### config.mk
export PLATFORM = sky130hd
export DESIGN_NAME = dma_fifo_hs
export DESIGN_NICKNAME = d
export VERILOG_FILES = /design/src/rtl/dma_hs_pkg.sv /design/src/rtl/hs_fifo.sv /design/src/rtl/hs_req_fsm.sv /design/src/rtl/dma_fifo_hs.sv
export SDC_FILE = /design/constraint.sdc
export NUM_CORES = 1
export LEC_CHECK = 0
export BUFFER_PORTS_ARGS = -buffer_cell sky130_fd_sc_hd__buf_4
export CAP_MARGIN = 20
export CORE_AREA = 2 2 114 116
export DETAILED_ROUTE_END_ITERATION = 8
export DIE_AREA = 0 0 116 118
export PLACE_DENSITY = 0.75
export SLEW_MARGIN = 20
export SYNTH_ARGS = -nofsm -noshare
export SYNTH_HDL_FRONTEND = slang
export SYNTH_SLANG_ARGS = --single-unit
### constraint.sdc
create_clock -name clk -period 4.5 [get_ports clk]
set_input_delay 0.225 -clock clk [delete_from_list [all_inputs] [get_ports clk]]
set_output_delay 0.225 -clock clk [all_outputs]
set_load 0.05 [all_outputs]
### src/rtl/dma_hs_pkg.sv
package dma_hs_pkg;
    typedef enum logic [1:0] {
        HS_IDLE  = 2'd0,
        HS_ARMED = 2'd1,
        HS_LAST  = 2'd2
    } hs_state_t;
endpackage

### src/rtl/hs_fifo.sv
module hs_fifo #(
    parameter int W     = 16,
    parameter int DEPTH = 4,
    parameter int CW    = $clog2(DEPTH + 1)
) (
    input  logic          clk,
    input  logic          rst_n,
    input  logic          push,
    input  logic          pop,
    input  logic [W-1:0]  wdata,
    output logic [W-1:0]  rdata,
    output logic [CW-1:0] count,
    output logic [CW-1:0] count_nxt,
    output logic          full,
    output logic          empty,
    output logic          bad_op
);
    localparam int PW = (DEPTH > 1) ? $clog2(DEPTH) : 1;
    localparam logic [PW-1:0] LASTP = PW'(DEPTH - 1);

    logic [W-1:0]  mem [DEPTH];
    logic [PW-1:0] wptr, rptr;
    logic          do_push, do_pop;

    assign full    = (count == CW'(DEPTH));
    assign empty   = (count == '0);
    assign do_push = push && !full;
    assign do_pop  = pop && !empty;
    assign bad_op  = (push && full) || (pop && empty);
    assign rdata   = mem[rptr];

    always_comb begin
        count_nxt = count;
        if (do_push && !do_pop) count_nxt = count + CW'(1);
        else if (do_pop && !do_push) count_nxt = count - CW'(1);
    end

    always_ff @(posedge clk or negedge rst_n) begin
        if (!rst_n) begin
            wptr  <= '0;
            rptr  <= '0;
            count <= '0;
        end else begin
            count <= count_nxt;
            if (do_push) wptr <= (wptr == LASTP) ? '0 : wptr + PW'(1);
            if (do_pop)  rptr <= (rptr == LASTP) ? '0 : rptr + PW'(1);
        end
    end

    always_ff @(posedge clk) begin
        if (do_push) mem[wptr] <= wdata;
    end

    assert_no_overflow_R10: assert property (@(posedge clk) disable iff (!rst_n)
        (push && full && !pop) |=> (count == $past(count)));
    assert_no_underflow_R10: assert property (@(posedge clk) disable iff (!rst_n)
        (pop && empty && !push) |=> empty);
endmodule

### src/rtl/hs_req_fsm.sv
module hs_req_fsm
    import dma_hs_pkg::*;
#(
    parameter int CW        = 3,
    parameter int RST_AVAIL = 0
) (
    input  logic          clk,
    input  logic          rst_n,
    input  logic [CW-1:0] avail_nxt,
    input  logic          access,
    output logic          req
);
    function automatic hs_state_t classify(input logic [CW-1:0] n);
        if (n == '0) return HS_IDLE;
        if (n == CW'(1)) return HS_LAST;
        return HS_ARMED;
    endfunction

    localparam hs_state_t RST_STATE = classify(CW'(RST_AVAIL));

    hs_state_t state, state_nxt;

    assign state_nxt = classify(avail_nxt);

    always_ff @(posedge clk or negedge rst_n) begin
        if (!rst_n) state <= RST_STATE;
        else        state <= state_nxt;
    end

    always_comb begin
        unique case (state)
            HS_IDLE:  req = 1'b0;
            HS_ARMED: req = 1'b1;
            HS_LAST:  req = !access;
            default:  req = 1'b0;
        endcase
    end

    assert_idle_quiet_R2: assert property (@(posedge clk) disable iff (!rst_n)
        (state == HS_IDLE) |-> !req);
endmodule

### src/rtl/dma_fifo_hs.sv
module dma_fifo_hs #(
    parameter int              DEPTH   = 4,
    parameter int              DW      = 16,
    parameter int              AW      = 6,
    parameter logic [AW-1:0]   RX_ADDR = 6'd0,
    parameter logic [AW-1:0]   TX_ADDR = 6'd1
) (
    input  logic          clk,
    input  logic          rst_n,
    input  logic          bus_cs,
    input  logic [AW-1:0] bus_addr,
    input  logic          bus_rd,
    input  logic          bus_wr,
    input  logic [DW-1:0] bus_wdata,
    output logic [DW-1:0] bus_rdata,
    output logic          rx_req,
    input  logic          rx_ack_n,
    output logic          tx_req,
    input  logic          tx_ack_n,
    input  logic          rx_in_valid,
    output logic          rx_in_ready,
    input  logic [DW-1:0] rx_in_data,
    output logic          tx_out_valid,
    input  logic          tx_out_ready,
    output logic [DW-1:0] tx_out_data,
    output logic          rx_full,
    output logic          rx_empty,
    output logic          tx_full,
    output logic          tx_empty,
    input  logic          err_clr,
    output logic          rx_err,
    output logic          tx_err
);
    localparam int CW = $clog2(DEPTH + 1);

    logic          rx_pop_bus, tx_push_bus;
    logic [CW-1:0] rx_cnt, rx_cnt_nxt, tx_cnt, tx_cnt_nxt, tx_free_nxt;
    logic [DW-1:0] rx_head;
    logic          rx_bad, tx_bad;

    assign rx_pop_bus  = bus_rd && (!rx_ack_n || (bus_cs && bus_addr == RX_ADDR));
    assign tx_push_bus = bus_wr && (!tx_ack_n || (bus_cs && bus_addr == TX_ADDR));

    hs_fifo #(.W(DW), .DEPTH(DEPTH), .CW(CW)) rx_fifo_i (
        .clk(clk), .rst_n(rst_n),
        .push(rx_in_valid && !rx_full), .pop(rx_pop_bus),
        .wdata(rx_in_data), .rdata(rx_head),
        .count(rx_cnt), .count_nxt(rx_cnt_nxt),
        .full(rx_full), .empty(rx_empty), .bad_op(rx_bad)
    );

    hs_fifo #(.W(DW), .DEPTH(DEPTH), .CW(CW)) tx_fifo_i (
        .clk(clk), .rst_n(rst_n),
        .push(tx_push_bus), .pop(tx_out_ready && !tx_empty),
        .wdata(bus_wdata), .rdata(tx_out_data),
        .count(tx_cnt), .count_nxt(tx_cnt_nxt),
        .full(tx_full), .empty(tx_empty), .bad_op(tx_bad)
    );

    assign tx_free_nxt = CW'(DEPTH) - tx_cnt_nxt;

    hs_req_fsm #(.CW(CW), .RST_AVAIL(0)) rx_fsm_i (
        .clk(clk), .rst_n(rst_n),
        .avail_nxt(rx_cnt_nxt), .access(rx_pop_bus), .req(rx_req)
    );

    hs_req_fsm #(.CW(CW), .RST_AVAIL(DEPTH)) tx_fsm_i (
        .clk(clk), .rst_n(rst_n),
        .avail_nxt(tx_free_nxt), .access(tx_push_bus), .req(tx_req)
    );

    assign bus_rdata    = rx_empty ? '0 : rx_head;
    assign rx_in_ready  = !rx_full;
    assign tx_out_valid = !tx_empty;

    always_ff @(posedge clk or negedge rst_n) begin
        if (!rst_n) begin
            rx_err <= 1'b0;
            tx_err <= 1'b0;
        end else begin
            if (rx_bad)       rx_err <= 1'b1;
            else if (err_clr) rx_err <= 1'b0;
            if (tx_bad)       tx_err <= 1'b1;
            else if (err_clr) tx_err <= 1'b0;
        end
    end

    assert_rx_empty_noreq_R2: assert property (@(posedge clk) disable iff (!rst_n)
        rx_empty |-> !rx_req);
    assert_rx_last_drop_R3: assert property (@(posedge clk) disable iff (!rst_n)
        (rx_cnt == CW'(1) && rx_pop_bus) |-> !rx_req);
    assert_tx_full_noreq_R5: assert property (@(posedge clk) disable iff (!rst_n)
        tx_full |-> !tx_req);
    assert_tx_last_drop_R6: assert property (@(posedge clk) disable iff (!rst_n)
        (tx_cnt == CW'(DEPTH - 1) && tx_push_bus) |-> !tx_req);
    assert_err_sticky_R10: assert property (@(posedge clk) disable iff (!rst_n)
        (rx_err && !err_clr) |=> rx_err);
endmodule

==> impl_metrics.ini, run 1 <==
[outcome]
status = finished, final reports clean

[worst_setup_path]
crit_type = reg2reg
worstPathMaxFanout = 16
r2r-start = tx_fifo_i.count[0]
rrSetupSlack_ns = 2.11
cp_data_required_time_ns = 4.54
cp.arrival_ns = 2.43
start_kind = flop
r2r_cells = 6
reg2reg_to = tx_fifo_i.mem[3][9]
end_kind = flop

[power]
seqPwrFrac = 0.356
totalPowerFinal_w = 0.00564
pwr-share-comb = 0.410
irDropWorstVdd_uv = 520
switching_power_w = 0.00219
power.density_nw_per_um2 = 723
switching_share = 0.389
power_frac_clock = 0.234
power.internal_w = 0.00345
power.leakage_nw = 2.95

[routing]
drt_iter0_drc = 234
drc = 0
wl_per_cell_um = 17.3
via_per_inst = 5.01
wl_um = 10900
drtPass1Iterations = 4
via_count = 3170
ant_nets = 0

[worst_hold_path]
hold_depth = 1
hp-class = in2reg
worstHoldStart = rx_in_data[0]
min_to = rx_fifo_i.mem[3][0]

[yosys]
synth_edf_count = 128
seq_area_frac_synth = 0.713
netlist_area_um2 = 6100
netlist_instances = 320
synth_ff_type = edfxtp_1
syn_avg_cell_area_um2 = 19.1
synthArstFlopShare = 0.135
synth-seq-cells = 148
synth_fp_nets = 388
synth.distinct_cells = 40
ys_warn_count = 0

[floorplanning]
io_pins = 90
dieArea_um2 = 13700
start_util = 0.491
core_um2 = 12400
rows = 41
die_w_um = 116
fp.dieH_um = 118

[placement]
gp_congestion = 0.752
hpwl_um = 6830
dpl_cell_area_um2 = 6940
port_buffers = 89

[cells_and_area]
final_util = 0.629
syn_to_final_growth_pct = 28.0
design_area_um2 = 7800
n_antenna_cell = 0
final_nets = 516
nFillCells = 887
drive_above_1_share = 0.362

[timing]
final_hold_viol_count = 0
setup_tns_ns = 0
setup_viol = 0
fmax_mhz = 418
slew_violations = 0
post-route-period-util = 0.531
min_period_ns = 2.39
rsz0062_at_grt = no
worst_pin_slew_ns = 0.896
fin_worst_hold_slack_ns = 0.0195
clock_skew_ns = 0.00861
slew_headroom = 0.403

[clocking]
post_cts_buffers = 0
ctsRootBufferMaster = clkbuf_16
clock_sinks = 148
clk_pin_slew_ns = 0.06
clk_latency_ns = 0.42
clockBufferDepth = 2
cts_tree = done
cts_buffers = 17
htreeDepth = 4

[grt]
antenna_found_initial = 0
grt_pass1_vias = 3470
grt_max_degree = 21
grt-ovfl-total = 0
grt_pass1_wl_um = 17500
track_usage = 0.172

[job]
drv_cap = 0
-- what timing repair did --
action,CTS,global route
resized for setup,0,0
hold endpoints to repair,132,0
hold buffers,30,0
-- registers in the layout (all words and copies together), names as in the netlist --
register         cells
rx_err               1
rx_fifo_i.count      3
rx_fifo_i.mem       64
rx_fifo_i.rptr       2
rx_fifo_i.wptr       2
rx_fsm_i.state       2
tx_err               1
tx_fifo_i.count      3
tx_fifo_i.mem       64
tx_fifo_i.rptr       2
tx_fifo_i.wptr       2
tx_fsm_i.state       2
-- per-stage QoR --
stage,std cells,setup WS (ns)
5_1_grt,633,1.93
3_5_place_dp,571,2.08
4_1_cts,633,1.87
6_report,633,2.11
3_3_place_gp,571,2.10
2_1_floorplan,320,2.09
-- logic make-up (layout without fill, tap and decap cells) --
| group | Yosys count | in the layout | synth area share |
|---|---|---|---|
| AND/OR/NAND/NOR | 59 | 59 | 0.0644 |
| adder cells (fa/ha/maj) | 21 | 21 | 0.0427 |
| AO/OA/AOI/OAI | 18 | 18 | 0.0234 |
| buffers and inverters | 31 | 172 | 0.0201 |
| XOR/XNOR | 6 | 6 | 0.00985 |
| flip-flops | 148 | 148 | 0.713 |
| multiplexers | 37 | 37 | 0.127 |
-- cells in the mapped netlist (2+ instances only) --
| master | instances | area share |
|---|---|---|
| nor3_1 | 2 | 0.0016 |
| mux4_2 | 32 | 0.12 |
| nand2b_4 | 2 | 0.0045 |
| edfxtp_1 | 128 | 0.63 |
| nor2_1 | 4 | 0.0025 |
| dfrtp_1 | 19 | 0.078 |
| xor2_1 | 2 | 0.0029 |
| and3_1 | 4 | 0.0041 |
| mux2_2 | 3 | 0.0055 |
| buf_2 | 5 | 0.0041 |
| a21oi_1 | 3 | 0.0025 |
| and2_1 | 5 | 0.0051 |
| inv_1 | 20 | 0.012 |
| o22ai_1 | 4 | 0.0041 |
| nor2b_1 | 20 | 0.021 |
| clkbuf_1 | 6 | 0.0037 |
| mux2i_1 | 2 | 0.0033 |
| xnor2_1 | 3 | 0.0043 |
| o21ai_0 | 5 | 0.0041 |
| ha_1 | 20 | 0.041 |
| nand2_1 | 10 | 0.0062 |
| or3_1 | 3 | 0.0031 |
-- worst max path at each step --
stage | end | slack, ns | from | depth (start not counted)
after global routing | tx_fifo_i.mem[0][3] | 1.93 | tx_fifo_i.count[0] | 6
after floorplan | bus_rdata[10] | 2.09 | rx_fifo_i.count[0] | 6
after CTS | tx_out_data[14] | 1.87 | tx_fifo_i.rptr[0] | 2
after global placement | tx_fifo_i.mem[1][11] | 2.10 | tx_fifo_i.count[0] | 6
final | tx_fifo_i.mem[3][9] | 2.11 | tx_fifo_i.count[0] | 6
after detailed placement | tx_fifo_i.mem[0][11] | 2.08 | tx_fifo_i.count[0] | 6
-- cell usage in the layout, fill, tap and decap left out, types with 5 or more instances in the layout --
| master | synthesis | routed |
|---|---|---|
| ha_1 | 20 | 20 |
| nor2b_1 | 20 | 20 |
| dfrtp_1 | 19 | 17 |
| inv_1 | 20 | 20 |
| o21ai_0 | 5 | 5 |
| edfxtp_1 | 128 | 128 |
| buf_4 | 0 | 90 |
| dlygate4sd3_1 | 0 | 30 |
| nand2_1 | 10 | 10 |
| mux4_2 | 32 | 32 |
| clkbuf_16 | 0 | 17 |
| and2_1 | 5 | 5 |
-- critical path, stage by stage (launching register included) --
cell,delay (ns)
dfrtp_1,0.38
inv_1,0.08
ha_1,0.24
nand2_1,0.20
inv_1,0.18
nor2_8,0.21
and2_1,0.71
-- routing by layer --
metal | wire [µm] | track usage | vias up
li1 | - | - | 1487
met1 | 4390 | 0.197 | 1579
met2 | 5790 | 0.294 | 91
met3 | 612 | 0.0633 | 13
met4 | 141 | 0.0632 | 0
met5 | 0 | 0 | -
-- power groups by stage --
stage,logic (W),registers [W],clock network [W]
finish,0.00232,0.00201,0.00132
global route,0.00246,0.00205,0.00140
CTS,0.00234,0.00202,0.00134
detailed placement,0.00231,0.00205,0
global placement,0.00228,0.00203,0
floorplan,0.00182,0.00187,0
-- layout make-up --
| type | instances | area (µm²) | share of cell area |
|---|---|---|---|
| timing repair buffer | 120 | 976 | 0.125 |
| sequential | 148 | 4350 | 0.557 |
| multi-input combinational | 141 | 1630 | 0.209 |
| clock buffer | 24 | 482 | 0.0617 |
| inverter | 20 | 75.1 | 0.00962 |
| tap | 172 | 215 | 0.0276 |
| clock inverter | 8 | 78.8 | 0.0101 |
Power figures use the tool's default switching activity.
==> run 2: changes to the inputs <==
Clock period 4.5 ns to 2.47 ns, I/O delays scaled along.
==> run 2 against run 1 <==
Effect of this change:
- clock skew fell by 0.0021 ns
- clock power increased by 85%
- setup slack got worse by 1.8 ns
- register-to-register slack got worse by 1.7 ns
- power rose by 85%
- worst hold slack improved by 0.025 ns
==> impl_metrics.ini, run 2 (synthesis results as in run 1) <==
[clocking]
clock_sinks = 148
clockBufferDepth = 2
clk_latency_ns = 0.41
ctsRootBufferMaster = clkbuf_16
cts_tree = done
cts_buffers = 17
htreeDepth = 4
cts_resized = 0
clk_pin_slew_ns = 0.06
post_cts_buffers = 0

[timing]
clock_skew_ns = 0.00655
fin_ws_ns = 0.359
setup_viol = 0
min_period_ns = 2.11
slew_headroom = 0.481
setup_tns_ns = 0
fin_worst_hold_slack_ns = 0.0441
fmax_mhz = 474
post-route-period-util = 0.855
final_hold_viol_count = 0
worst_pin_slew_ns = 0.779
slew_violations = 0
rsz0062_at_grt = no

[cells_and_area]
layout_common_cells = edfxtp_1 (128), buf_4 (105), dlygate4sd3_1 (34), mux4_2 (32)
final_nets = 535
final_util = 0.641
syn_to_final_growth_pct = 30.5
final_common_cell = edfxtp_1
largestRegisters = rx_fifo_i.mem: 64 flops, tx_fifo_i.mem: 64 flops
n_antenna_cell = 0
drive_above_1_share = 0.378

[floorplanning]
dieArea_um2 = 13700
fp.dieH_um = 118
start_util = 0.491
core_um2 = 12400
io_pins = 90
die_w_um = 116
rows = 41

[power]
irDropWorstVdd_uv = 1050
totalPowerFinal_w = 0.0104
power.density_nw_per_um2 = 1310
power.leakage_nw = 3.05

[routing]
wl_um = 11200
ant_nets = 0
via_per_inst = 5.07
drt_iter0_drc = 184
via_count = 3298
drc = 0
drtPass1Iterations = 6
wl_per_cell_um = 17.2

[grt]
grt_max_degree = 21
antenna_found_initial = 0
grt_pass1_wl_um = 17700
grt_pass1_vias = 3624
track_usage = 0.176
grt-ovfl-total = 0

[job]
drv_cap = 0

[outcome]
status = finished, final reports clean

[worst_setup_path]
crit_type = reg2out
cp_data_required_time_ns = 2.35
start_kind = flop
end_kind = output pin
worstPathMaxFanout = 19
cp.arrival_ns = 1.99

[placement]
gp_congestion = 0.753
port_buffers = 89
place_ws_ns = 0.532
hpwl_um = 7130

[worst_hold_path]
hp-class = in2reg
[run 2: per-stage QoR]
step           instance area [µm²]  cells
2_1_floorplan                 6100    320
3_5_place_dp                  7050    586
5_1_grt                       7960    651
4_1_cts                       7960    651
6_report                      7960    651
3_3_place_gp                  7050    586
[run 2: area by class of cell]
type                       instances  area (µm²)
timing repair buffer             139        1130
multi-input combinational        141        1630
tap                              172         215
clock buffer                      18         429
inverter                          20        75.1
fill                             874        4460
sequential                       148        4350
clock inverter                    13         135
[run 2: worst paths after layout]
path / startpoint / endpoint / slack (ns) / depth (start not counted)
worst min-delay path: bus_rd / rx_err / 0.04 / 3
max in group asynchronous: rst_n / tx_fsm_i.state[0] / 2.06 / 2
min in group asynchronous: rst_n / rx_fifo_i.wptr[1] / 0.14 / 2
worst max-delay path: rx_fifo_i.rptr[0] / bus_rdata[3] / 0.36 / 4
worst min register to register: rx_err / rx_err / 0.54 / 2
worst max register to register: tx_fifo_i.count[1] / tx_fsm_i.state[0] / 0.39 / 8
[run 2: what timing repair did]
| item | in CTS | in global routing |
|---|---|---|
| hold buffers | 34 | 0 |
| endpoints found under the setup margin | 0 | 0 |
| endpoints found under the hold margin | 150 | 0 |
[run 2: metal layers]
metal	up-vias	GRT usage	wire (µm)
li1	1529	-	-
met1	1671	0.192	4300
met2	87	0.314	6220
met3	11	0.0608	542
met4	0	0.0595	134
met5	-	0	0
[run 2: worst max-delay path, stage by stage (launching register included)]
cell     delay, ns
dfrtp_1       0.32
buf_4         0.33
mux4_2        0.56
nor2b_1       0.16
buf_4         0.20
[run 2: report_power, final]
group	internal, W	total [W]	switching [W]	leakage, nW
Clock	0.00148	0.00244	0.000957	0.278
Sequential	0.00322	0.00344	0.000225	1.41
Combinational	0.00168	0.00457	0.00289	1.37
Total	0.00638	0.0104	0.00407	3.05
==> run 3: changes to the inputs <==
Settings changed: GPL_TIMING_DRIVEN set to 0, SLEW_MARGIN 20 to not set.
==> run 3 against run 2 <==
Effect of this change:
- setup slack got worse by 0.20 ns
- worst hold slack got worse by 0.0068 ns
- final area decreased by 0.20%
- register-to-register slack got worse by 0.07 ns
- clock skew about the same
- fmax is 8.8% lower
- clock-buffer cell count is 8 higher
- final cell count down 0.46%
- die area unchanged
- global-route usage hardly changed
- critical path type unchanged
==> impl_metrics.ini, run 3 (synthesis results as in run 1) <==
[cells_and_area]
final_common_cell = edfxtp_1
syn_to_final_growth_pct = 30.2
largestRegisters = rx_fifo_i.mem: 64 flops, tx_fifo_i.mem: 64 flops
final_nets = 530
drive_above_1_share = 0.379
design_area_um2 = 7940
layout_common_cells = edfxtp_1 (128), buf_4 (90), dlygate4sd3_1 (34), mux4_2 (32)
nFillCells = 880

[routing]
ant_nets = 0
drtPass1Iterations = 4
via_per_inst = 5.06
wl_per_cell_um = 17.1
drt_iter0_drc = 158
drc = 0
wl_um = 11000
via_count = 3276

[clocking]
cts_buffers = 17
ctsRootBufferMaster = clkbuf_16
clk_latency_ns = 0.41
htreeDepth = 4
clock_sinks = 148
clk_pin_slew_ns = 0.06
cts_tree = done
clockBufferDepth = 2

[worst_setup_path]
rrSetupSlack_ns = 0.32
start_kind = flop
setup.worst_path.start = tx_fifo_i.rptr[0]
worstPathMaxFanout = 10
end_kind = output pin
r2r_cells = 6
cp.arrival_ns = 2.19
crit_type = reg2out
cp_data_required_time_ns = 2.35
r2r-start = tx_fifo_i.count[0]
reg2reg_to = tx_fifo_i.mem[0][12]

[timing]
fin_worst_hold_slack_ns = 0.0373
setup_viol = 0
clock_skew_ns = 0.00643
slew_headroom = 0.419
fmax_mhz = 432
setup_tns_ns = 0
min_period_ns = 2.31
final_hold_viol_count = 0
rsz0062_at_grt = no
slew_violations = 0
post-route-period-util = 0.937
worst_pin_slew_ns = 0.871

[grt]
grt_pass1_vias = 3457
grt-ovfl-total = 0
grt_pass1_wl_um = 17600
track_usage = 0.176
grt_max_degree = 21
antenna_found_initial = 1

[worst_hold_path]
worstHoldStart = bus_rd
min_to = rx_err
hold_depth = 3
hp-class = in2reg

[floorplanning]
dieArea_um2 = 13700
die_w_um = 116
core_um2 = 12400
fp.dieH_um = 118
start_util = 0.491
io_pins = 90
rows = 41

[placement]
dpl_cell_area_um2 = 6980
port_buffers = 89
gp_congestion = 0.767
hpwl_um = 7080

[power]
irDropWorstVdd_uv = 1060
power.density_nw_per_um2 = 1320
power.leakage_nw = 3.03

[job]
drv_cap = 0

[outcome]
status = finished, final reports clean
run 3: changes by cell type in the layout (fill, tap and decap cells not counted), sizes merged:
cell | before | now
clkinvlp | 1 | 2
diode | 0 | 1
inv | 22 | 21
clkbuf | 18 | 34
clkinv | 8 | 2
buf | 105 | 92
bufinv | 2 | 1
run 3: critical path: stages, from the launching register on:
cell and delay (ns):
dfrtp_1 0.34, buf_2 0.30, clkbuf_4 0.35, mux4_2 0.57, buf_4 0.21
run 3: through the flow:
stage	utilization	worst slack (ns)	power, W	instances
final	0.640	0.155	0.0105	648
after global placement	0.562	0.0713	0.00790	581
after detailed placement	0.562	-0.0117	0.00801	581
after floorplan	-	0.165	0.00674	320
after global routing	0.640	0.000276	0.0110	648
after CTS	0.639	0.0141	0.0106	647
run 3: worst max path at each step:
| stage | cells past startpoint | end | slack [ns] |
|---|---|---|---|
| 6_report | 4 | tx_out_data[13] | 0.16 |
| 5_1_grt | 5 | bus_rdata[10] | 0.0003 |
| 4_1_cts | 6 | tx_fifo_i.mem[3][15] | 0.01 |
| 3_5_place_dp | 6 | tx_fifo_i.mem[0][12] | -0.01 |
| 3_3_place_gp | 6 | tx_fifo_i.mem[1][11] | 0.07 |
| 2_1_floorplan | 6 | bus_rdata[10] | 0.16 |
run 3: power breakdown:
part,switching (W),internal [W]
logic,0.00293,0.00166
clock network,0.000929,0.00158
registers,0.000170,0.00323
total,0.00403,0.00646
run 3: metal layers:
layer / global-route usage / part of all wire
met1: 0.211 / 0.41
met2: 0.297 / 0.54
met3: 0.0536 / 0.042
met4: 0.0647 / 0.014
met5: 0 / 0
run 3: cell type report:
| class | count | area [µm²] | share of cell area |
|---|---|---|---|
| Sequential cell | 148 | 4350 | 0.547 |
| Timing Repair Buffer | 123 | 1010 | 0.127 |
| Clock inverter | 6 | 67.6 | 0.00851 |
| Buffer | 11 | 63.8 | 0.00803 |
| Antenna cell | 1 | 2.50 | 0.000315 |
| Inverter | 20 | 75.1 | 0.00945 |
| Clock buffer | 26 | 529 | 0.0666 |
| Multi-Input combinational cell | 141 | 1640 | 0.206 |
| Tap cell | 172 | 215 | 0.0271 |
run 3: what timing repair did:
item                       CTS  global route
resized for setup            6             9
hold endpoints to repair   150             0
buffers inserted             0             0
setup endpoints to repair   30            65
hold buffers                34             0
